**config.mk**
```make
export PLATFORM = sky130hd
export DESIGN_NAME = sdfe_top
export DESIGN_NICKNAME = d
export VERILOG_FILES = /design/src/rtl/sdfe_pkg.sv /design/src/rtl/sdfe_clkgen.sv /design/src/rtl/sdfe_sampler.sv /design/src/rtl/sdfe_outmux.sv /design/src/rtl/sdfe_top.sv
export SDC_FILE = /design/constraint.sdc
export NUM_CORES = 1
export LEC_CHECK = 0
export BUFFER_PORTS_ARGS = -buffer_cell sky130_fd_sc_hd__buf_2
export CAP_MARGIN = 10
export CORE_AREA = 2 2 39 41
export DETAILED_ROUTE_END_ITERATION = 10
export DIE_AREA = 0 0 41 43
export PLACE_DENSITY = 0.42
export SLEW_MARGIN = 5
export SYNTH_ARGS = -nofsm -noshare
export SYNTH_HDL_FRONTEND = slang
export SYNTH_SLANG_ARGS = --single-unit
```
**constraint.sdc**
```tcl
create_clock -name clk -period 3.17 [get_ports clk]
set_input_delay 0.317 -clock clk [delete_from_list [all_inputs] [get_ports clk]]
set_output_delay 0.317 -clock clk [all_outputs]
set_load 0.03 [all_outputs]
```
**src/rtl/sdfe_pkg.sv**
```systemverilog
package sdfe_pkg;

   // slot order inside the interleaved stream; index into bitstream vectors
   typedef enum logic {
      CH_VOLT = 1'b0,
      CH_CURR = 1'b1
   } sdfe_chan_e;

   localparam int unsigned SDFE_NCHAN = 2;

   // derived chopper clocks, bundled
   typedef struct packed {
      logic v;   // voltage path
      logic a;   // current path, leading
      logic b;   // current path, lagging
   } sdfe_chop_t;

endpackage

```
**src/rtl/sdfe_clkgen.sv**
```systemverilog
module sdfe_clkgen
   import sdfe_pkg::*;
#(
   parameter int unsigned CHOP_LOG2 = 2
) (
   input  logic       clk,
   input  logic       rst_n,
   output logic       run,
   output logic       odd,
   output logic       ph1,
   output logic       ph2,
   output sdfe_chop_t chop
);

   localparam int unsigned CNT_W = CHOP_LOG2;

   if (CHOP_LOG2 < 2) begin : g_bad_param
      $error("sdfe_clkgen: CHOP_LOG2 must be at least 2");
   end

   logic [CNT_W-1:0] cnt_q;
   logic [CNT_W-1:0] cnt_nxt;
   sdfe_chop_t       chop_nxt;

   // first edge after reset only arms the block
   always_ff @(posedge clk or negedge rst_n) begin
      if (!rst_n) run <= 1'b0;
      else        run <= 1'b1;
   end

   assign cnt_nxt = cnt_q + CNT_W'(1);

   always_ff @(posedge clk or negedge rst_n) begin
      if (!rst_n)   cnt_q <= '0;
      else if (run) cnt_q <= cnt_nxt;
   end

   // quadrature choppers from the top two counter bits (gray order)
   always_comb begin
      chop_nxt.a = cnt_nxt[CNT_W-1] ^ cnt_nxt[CNT_W-2];
      chop_nxt.b = cnt_nxt[CNT_W-1];
      chop_nxt.v = cnt_nxt[CNT_W-1] ^ cnt_nxt[CNT_W-2];
   end

   // registered so the chopper pins never glitch on counter carries
   always_ff @(posedge clk or negedge rst_n) begin
      if (!rst_n)   chop <= '0;
      else if (run) chop <= chop_nxt;
   end

   assign odd = cnt_q[0];

   // non-overlapping phases: each is a half-rate gate on the high level
   assign ph1 = run & clk & cnt_q[0];
   assign ph2 = run & clk & ~cnt_q[0];

endmodule

```
**src/rtl/sdfe_sampler.sv**
```systemverilog
module sdfe_sampler
   import sdfe_pkg::*;
#(
   parameter int unsigned NCH = SDFE_NCHAN
) (
   input  logic           clk,
   input  logic           rst_n,
   input  logic           run,
   input  logic           odd,
   input  logic [NCH-1:0] bs_in,
   output logic [NCH-1:0] bs_q
);

   if (NCH != 2) begin : g_bad_param
      $error("sdfe_sampler: exactly two channels are interleaved");
   end

   for (genvar g = 0; g < NCH; g++) begin : g_ch
      localparam logic SLOT = 1'(g % 2);
      always_ff @(posedge clk or negedge rst_n) begin
         if (!rst_n)
            bs_q[g] <= 1'b0;
         else if (run && (odd == SLOT))
            bs_q[g] <= bs_in[g];
      end
   end

endmodule

```
**src/rtl/sdfe_outmux.sv**
```systemverilog
module sdfe_outmux #(
   parameter bit DIS_LEVEL = 1'b0
) (
   input  logic clk,
   input  logic run,
   input  logic v_en,
   input  logic v_q,
   input  logic c_q,
   output logic dat,
   output logic datn
);

   logic v_slot;

   if (DIS_LEVEL) begin : g_dis_one
      assign v_slot = v_q | ~v_en;
   end else begin : g_dis_zero
      assign v_slot = v_q & v_en;
   end

   // one mux level after the clock pin keeps clock-to-data short
   assign dat  = run & (clk ? v_slot : c_q);
   assign datn = ~dat;

endmodule

```
**src/rtl/sdfe_top.sv**
```systemverilog
module sdfe_top
   import sdfe_pkg::*;
#(
   parameter int unsigned CHOP_LOG2 = 2,
   parameter bit          DIS_LEVEL = 1'b0
) (
   input  logic clk,
   input  logic rst_n,
   input  logic v_en,
   input  logic v_bs,
   input  logic c_bs,
   output logic dat,
   output logic datn,
   output logic ph1,
   output logic ph2,
   output logic vchop,
   output logic cchop_a,
   output logic cchop_b
);

   localparam int unsigned NCH = SDFE_NCHAN;

   logic           run;
   logic           odd;
   sdfe_chop_t     chop;
   logic [NCH-1:0] bs_in;
   logic [NCH-1:0] bs_q;
   logic           v_q;
   logic           c_q;

   sdfe_clkgen #(.CHOP_LOG2(CHOP_LOG2)) u_clkgen (
      .clk   (clk),
      .rst_n (rst_n),
      .run   (run),
      .odd   (odd),
      .ph1   (ph1),
      .ph2   (ph2),
      .chop  (chop)
   );

   assign bs_in[CH_VOLT] = v_bs;
   assign bs_in[CH_CURR] = c_bs;

   sdfe_sampler #(.NCH(NCH)) u_sampler (
      .clk   (clk),
      .rst_n (rst_n),
      .run   (run),
      .odd   (odd),
      .bs_in (bs_in),
      .bs_q  (bs_q)
   );

   assign v_q = bs_q[CH_VOLT];
   assign c_q = bs_q[CH_CURR];

   sdfe_outmux #(.DIS_LEVEL(DIS_LEVEL)) u_outmux (
      .clk  (clk),
      .run  (run),
      .v_en (v_en),
      .v_q  (v_q),
      .c_q  (c_q),
      .dat  (dat),
      .datn (datn)
   );

   assign vchop   = chop.v;
   assign cchop_a = chop.a;
   assign cchop_b = chop.b;

endmodule

```
==> results of run 1 <==
-- state kept, by name, indices dropped and copies added (netlist names) --
register,flops
u_clkgen.cnt_q,1
u_clkgen.run,1
u_clkgen.chop,2
u_sampler.bs_q,2
-- cells in the final DEF, fill, tap and decap left out --
| cell | Yosys | layout |
|---|---|---|
| and3_2 | 1 | 1 |
| xnor2_1 | 1 | 1 |
| buf_2 | 0 | 9 |
| xor2_1 | 1 | 1 |
| nand2_2 | 1 | 1 |
| o21a_1 | 1 | 1 |
| clkbuf_1 | 0 | 3 |
| clkbuf_4 | 0 | 14 |
| buf_4 | 1 | 1 |
| mux2i_1 | 1 | 1 |
| nand2_1 | 1 | 1 |
| o21ai_1 | 0 | 1 |
| and3_4 | 0 | 1 |
| inv_1 | 1 | 1 |
| conb_1 | 1 | 1 |
| dfrtp_1 | 6 | 6 |
| mux2_1 | 1 | 1 |
| nor2_1 | 1 | 1 |
| nor2b_1 | 1 | 1 |
| dlygate4sd3_1 | 0 | 1 |
| nor2b_2 | 1 | 1 |
| buf_6 | 1 | 1 |
| mux2_4 | 1 | 1 |
-- layout make-up --
class                   count  area [µm²]
clock buffers              21         145
repair buffers              8        45.0
multi-input cells          15         118
fillers                   148         902
well taps                  16        20.0
flip-flops and latches      6         150
inverters                   1        3.75
-- metrics by stage --
step,power [mW],util [%],hold WS [ns]
floorplan,0.307,-,0.0214
detailed placement,0.347,24.7,0.150
global route,0.684,34.8,0.184
global placement,0.345,24.7,0.150
finish,0.637,34.8,0.195
CTS,0.654,34.8,0.188
-- cells by family after synthesis --
group	after synthesis	synth area share [%]
AND/OR/NAND/NOR	7	14.9
flip-flops	6	52.6
multiplexers	3	12.7
buffers and inverters	3	7.89
AO/OA/AOI/OAI	2	4.39
XOR/XNOR	2	6.14
other	1	1.31
-- routing by layer --
| layer | share of wire (%) | vias to the layer above | track usage, % |
|---|---|---|---|
| met3 | 10 | 5 | 13.6 |
| met5 | 0 | - | 0 |
| met4 | 4.7 | 0 | 30.7 |
| met1 | 33 | 130 | 7.54 |
| li1 | - | 128 | - |
| met2 | 52 | 15 | 13.8 |
-- worst max-delay path, cell delays in order --
cell      delay [ns]
clkbuf_4        0.11
clkbuf_4        0.12
clkbuf_4        0.14
clkbuf_4        0.14
nor2b_1         0.11
clkbuf_4        0.15
clkbuf_4        0.12
o21a_1          0.12
buf_6           0.13
-- how the worst max path moves through the flow --
stage          start    to  slack [ns]  cells past startpoint
2_1_floorplan    clk  datn        0.41                      2
3_3_place_gp     clk  datn        0.78                      3
3_5_place_dp     clk  datn        0.78                      3
4_1_cts          clk   dat        0.12                      9
5_1_grt          clk   dat        0.07                      9
6_report         clk   dat        0.14                      9
-- power breakdown --
group,switching [mW],internal (mW),total [mW],leakage (nW)
clock,0.156,0.229,0.385,0.109
sequential,0.0316,0.111,0.143,0.0699
combinational,0.0639,0.0455,0.109,0.0702
total,0.252,0.385,0.637,0.249
-- timing repair --
action	4_1_cts	5_1_grt
endpoints found under the setup margin	2	0
gates resized for setup	5	0
hold buffers	1	0
hold endpoints to repair	6	0
==> flow_summary_export.csv, run 1 <==
group,metric,value,unit
run_status,outcome,"finished, final reports clean",
synth,yosysTopAreaCellShare,52.6,%
timing,skew,0.00104,ns
drt,wl_per_cell,11.5,µm
floorplan,die_x,41,µm
min_path,holdPathStages,2,
place,dp_slack,0.782,ns
timing,rsz0062_at_grt,"false",
place,place.detailed.hpwl,368,µm
place,dp_cells,49,
place,io_buffers,11,
critical_path,critPathArrivalTime,2.71,ns
drt,drt_iter0_drc,2,
final_layout,n_antenna_cell,0,
global_route,grt_pass1_vias,342,
drt,vias,278,
synth,syn_area,285,µm²
global_route,grt_pass1_wl,1.21,mm
drt,drcViolationCount,0,
synth,synthCells,24,
run,cap_violations,0,
synth,avgSynthCellArea,11.9,µm²
clock_tree,clk_pin_slew,0.04,ns
synth,ys.flop_type,"dfrtp_1",
place,finalWeightedCongestion,0.669,
critical_path,reg2reg_slack,2.05,ns
synth,syn_nets,29,
floorplan,start_util,20.6,%
timing,fin_ws,0.144,ns
synth,ys_async_sr_fraction,100,%
drt,drt_pre_antenna_iters,4,
floorplan,core_area,1380,µm²
place,dpl_cell_area,342,µm²
critical_path,startpoint_type,"clock port",
clock_tree,clk_latency,0.35,ns
critical_path,path_max_fanout,2,
critical_path,critPathRequiredTime,2.85,ns
critical_path,crit_type,"clk -> out",
synth,ys_ff_latch,6,
synth,ys_seq_area_share,52.6,%
synth,ys_warn_count,0,
synth,synth_most_common_cell,"dfrtp_1",
timing,tns,0,ns
min_path,hold_path.startpoint,"c_bs",
min_path,hold_path_end,"u_sampler.bs_q[1]",
global_route,grt_usage,14.0,%
final_layout,area_growth,68.9,%
critical_path,end_kind,"primary output",
synth,yosys-top-cells-area,"dfrtp_1, mux2_4, buf_6, mux2_1, mux2i_1",
global_route,grt_max_degree,9,
clock_tree,post_cts_buffers,0,
synth,synth.largest_area_cell,"dfrtp_1",
drt,viasPerCell,4.15,
floorplan,dieArea,1760,µm²
floorplan,fp.dieH,43,µm
final_layout,stdcell_count,67,
final_layout,design_area,482,µm²
synth,synth.distinct_cells,19,
drt,ant_nets,0,
critical_path,r2r-end,"u_sampler.bs_q[0]",
power,p_per_area,1320,nW/µm²
power,leakage,0.249,nW
timing,finalHoldViolations,0,
critical_path,reg2regPathDepth,2,
final_layout,drive_gt1_share,58.8,%
critical_path,r2r_start,"u_clkgen.run",
floorplan,io_pins,12,
floorplan,rows,14,
min_path,worstHoldPathType,"in -> reg",
final_layout,nNetsFinal,55,
synth,synth_edf_count,0,
clock_tree,cts_tree,"built",
power,ir_drop,0.000540,V
drt,totalWireLength,770,µm
global_route,antenna_found_initial,0,
timing,setup_viol,0,
global_route,grt_overflow,0,
timing,drv_slew,0,
(Power assumes the default switching activity.)
==> run 2: changes to the inputs <==
==> constraint.sdc (replaced) <==
create_clock -name clk -period 3.25 [get_ports clk]
set_input_delay 0.325 -clock clk [delete_from_list [all_inputs] [get_ports clk]]
set_output_delay 0.325 -clock clk [all_outputs]
set_load 0.03 [all_outputs]
==> flow_summary_export.csv, run 2 (synthesis gave the netlist of run 1 again) <==
group,metric,value,unit
run_status,outcome,"finished, final reports clean",
power,ir_drop,0.000531,V
drt,drcViolationCount,0,
power,clockPowerShare,60.5,%
global_route,antenna_found_initial,0,
drt,vias,271,
power,internal_power,0.377,mW
power,p_seq_share,22.4,%
timing,fin_hold_ws,0.204,ns
power,switching_share,39.5,%
critical_path,crit_top_cell,"clkbuf_4",
timing,rsz0062_at_grt,"false",
global_route,grt_pass1_wl,1.24,mm
place,place.detailed.hpwl,368,µm
floorplan,core_area,1380,µm²
drt,totalWireLength,768,µm
critical_path,crit_type,"clk -> out",
final_layout,n_antenna_cell,0,
critical_path,critPathRequiredTime,2.92,ns
drt,viasPerCell,4.04,
final_layout,final_cell_mix,"clkbuf_4, buf_2, dfrtp_1",
clock_tree,cts_tree,"built",
drt,wl_per_cell,11.5,µm
floorplan,dieArea,1760,µm²
floorplan,rows,14,
global_route,grt_usage,14.6,%
min_path,worstHoldPathType,"in -> reg",
power,p_per_area,1290,nW/µm²
critical_path,startpoint_type,"clock port",
final_layout,nNetsFinal,55,
critical_path,cp_cell_sequence,"clkbuf_4 -> clkbuf_4 -> clkbuf_4 -> clkbuf_4 -> nor2b_1 -> buf_4 -> clkbuf_4 -> o21a_1 -> buf_6",
clock_tree,clk_pin_slew,0.04,ns
global_route,grt_pass1_vias,347,
final_layout,stdcell_count,67,
critical_path,slowest_delay,0.14,ns
timing,finalHoldViolations,0,
global_route,gr-usage-met2,13.8,%
power,power,0.623,mW
place,finalWeightedCongestion,0.669,
timing,skew,0.00108,ns
global_route,grtUsageMet3,15.2,%
floorplan,start_util,20.6,%
timing,drv_slew,0,
global_route,grt-busiest-layer,"met4",
place,dp_cells,49,
floorplan,io_pins,12,
critical_path,path_buf_inv,7,
critical_path,critPathArrivalTime,2.75,ns
final_layout,top_regs,"u_clkgen.chop (2), u_sampler.bs_q (2)",
timing,tns,0,ns
place,io_buffers,11,
power,leakage,0.249,nW
final_layout,drive_gt1_share,58.8,%
floorplan,fp.dieH,43,µm
global_route,use_met1,7.54,%
power,pwr-share-comb,17.2,%
critical_path,path_max_fanout,2,
final_layout,area_growth,68.9,%
global_route,grt_overflow,0,
critical_path,cp_top_family,"buffers and inverters",
critical_path,cp_slowest_cell,"clkbuf_4",
floorplan,die_x,41,µm
drt,drt_iter0_drc,3,
global_route,grt_max_degree,9,
critical_path,end_kind,"primary output",
power,p_sw,0.246,mW
drt,drt_pre_antenna_iters,5,
timing,setup_viol,0,
clock_tree,clk_latency,0.35,ns
final_layout,final_common_cell,"clkbuf_4",
drt,ant_nets,0,
run,cap_violations,0,
[run 2: cell count changes in the layout (fill, tap and decap cells not counted)]
cell	delta
clkbuf_4	-1
buf_4	+1
[run 2: path summary, 6_finish.rpt]
kind / startpoint / endpoint / slack (ns) / cells after the start
min reg2reg: u_clkgen.chop[0] / u_clkgen.chop[0] / 0.49 / 1
min in group asynchronous: rst_n / u_clkgen.run / 0.34 / 2
max reg2reg: u_clkgen.run / u_sampler.bs_q[0] / 2.13 / 2
max in group asynchronous: rst_n / u_clkgen.chop[0] / 2.77 / 2
min: c_bs / u_sampler.bs_q[1] / 0.20 / 2
max: clk / dat / 0.18 / 9
[run 2: power by group through the flow]
stage | sequential, mW | combinational [mW] | clock, mW
after floorplan | 0.157 | 0.0646 | 0.0773
after global placement | 0.136 | 0.106 | 0.0952
after detailed placement | 0.137 | 0.107 | 0.0952
after CTS | 0.140 | 0.109 | 0.407
after global routing | 0.145 | 0.116 | 0.411
final | 0.139 | 0.107 | 0.376
[run 2: layout make-up]
cell class / instances / area [µm²]
sequential: 6 / 150
inverter: 1 / 3.75
tap: 16 / 20.0
multi-input combinational: 15 / 118
clock buffer: 21 / 145
fill: 148 / 902
timing repair buffer: 8 / 45.0
[run 2: stage by stage]
stage               worst slack, ns  instance area, µm²  util [%]
floorplan                     0.444                 285         -
global placement              0.814                 342      24.7
detailed placement            0.814                 342      24.7
CTS                          0.0229                 489      35.4
global route                 0.0999                 482      34.8
finish                        0.180                 482      34.8
[run 2: layer usage]
| layer | wire, µm | up-vias | part of all wire [%] |
|---|---|---|---|
| met5 | 0 | - | 0 |
| met4 | 27 | 0 | 3.5 |
| met3 | 90 | 3 | 12 |
| met2 | 405 | 19 | 53 |
| met1 | 244 | 121 | 32 |
| li1 | - | 128 | - |
[run 2: what timing repair did]
action                                  4_1_cts  5_1_grt
pin swaps                                     1        1
hold endpoints to repair                      6        0
endpoints found under the setup margin        2        2
hold buffers                                  1        0
resized for setup                             5        1
buffers inserted                              0        0
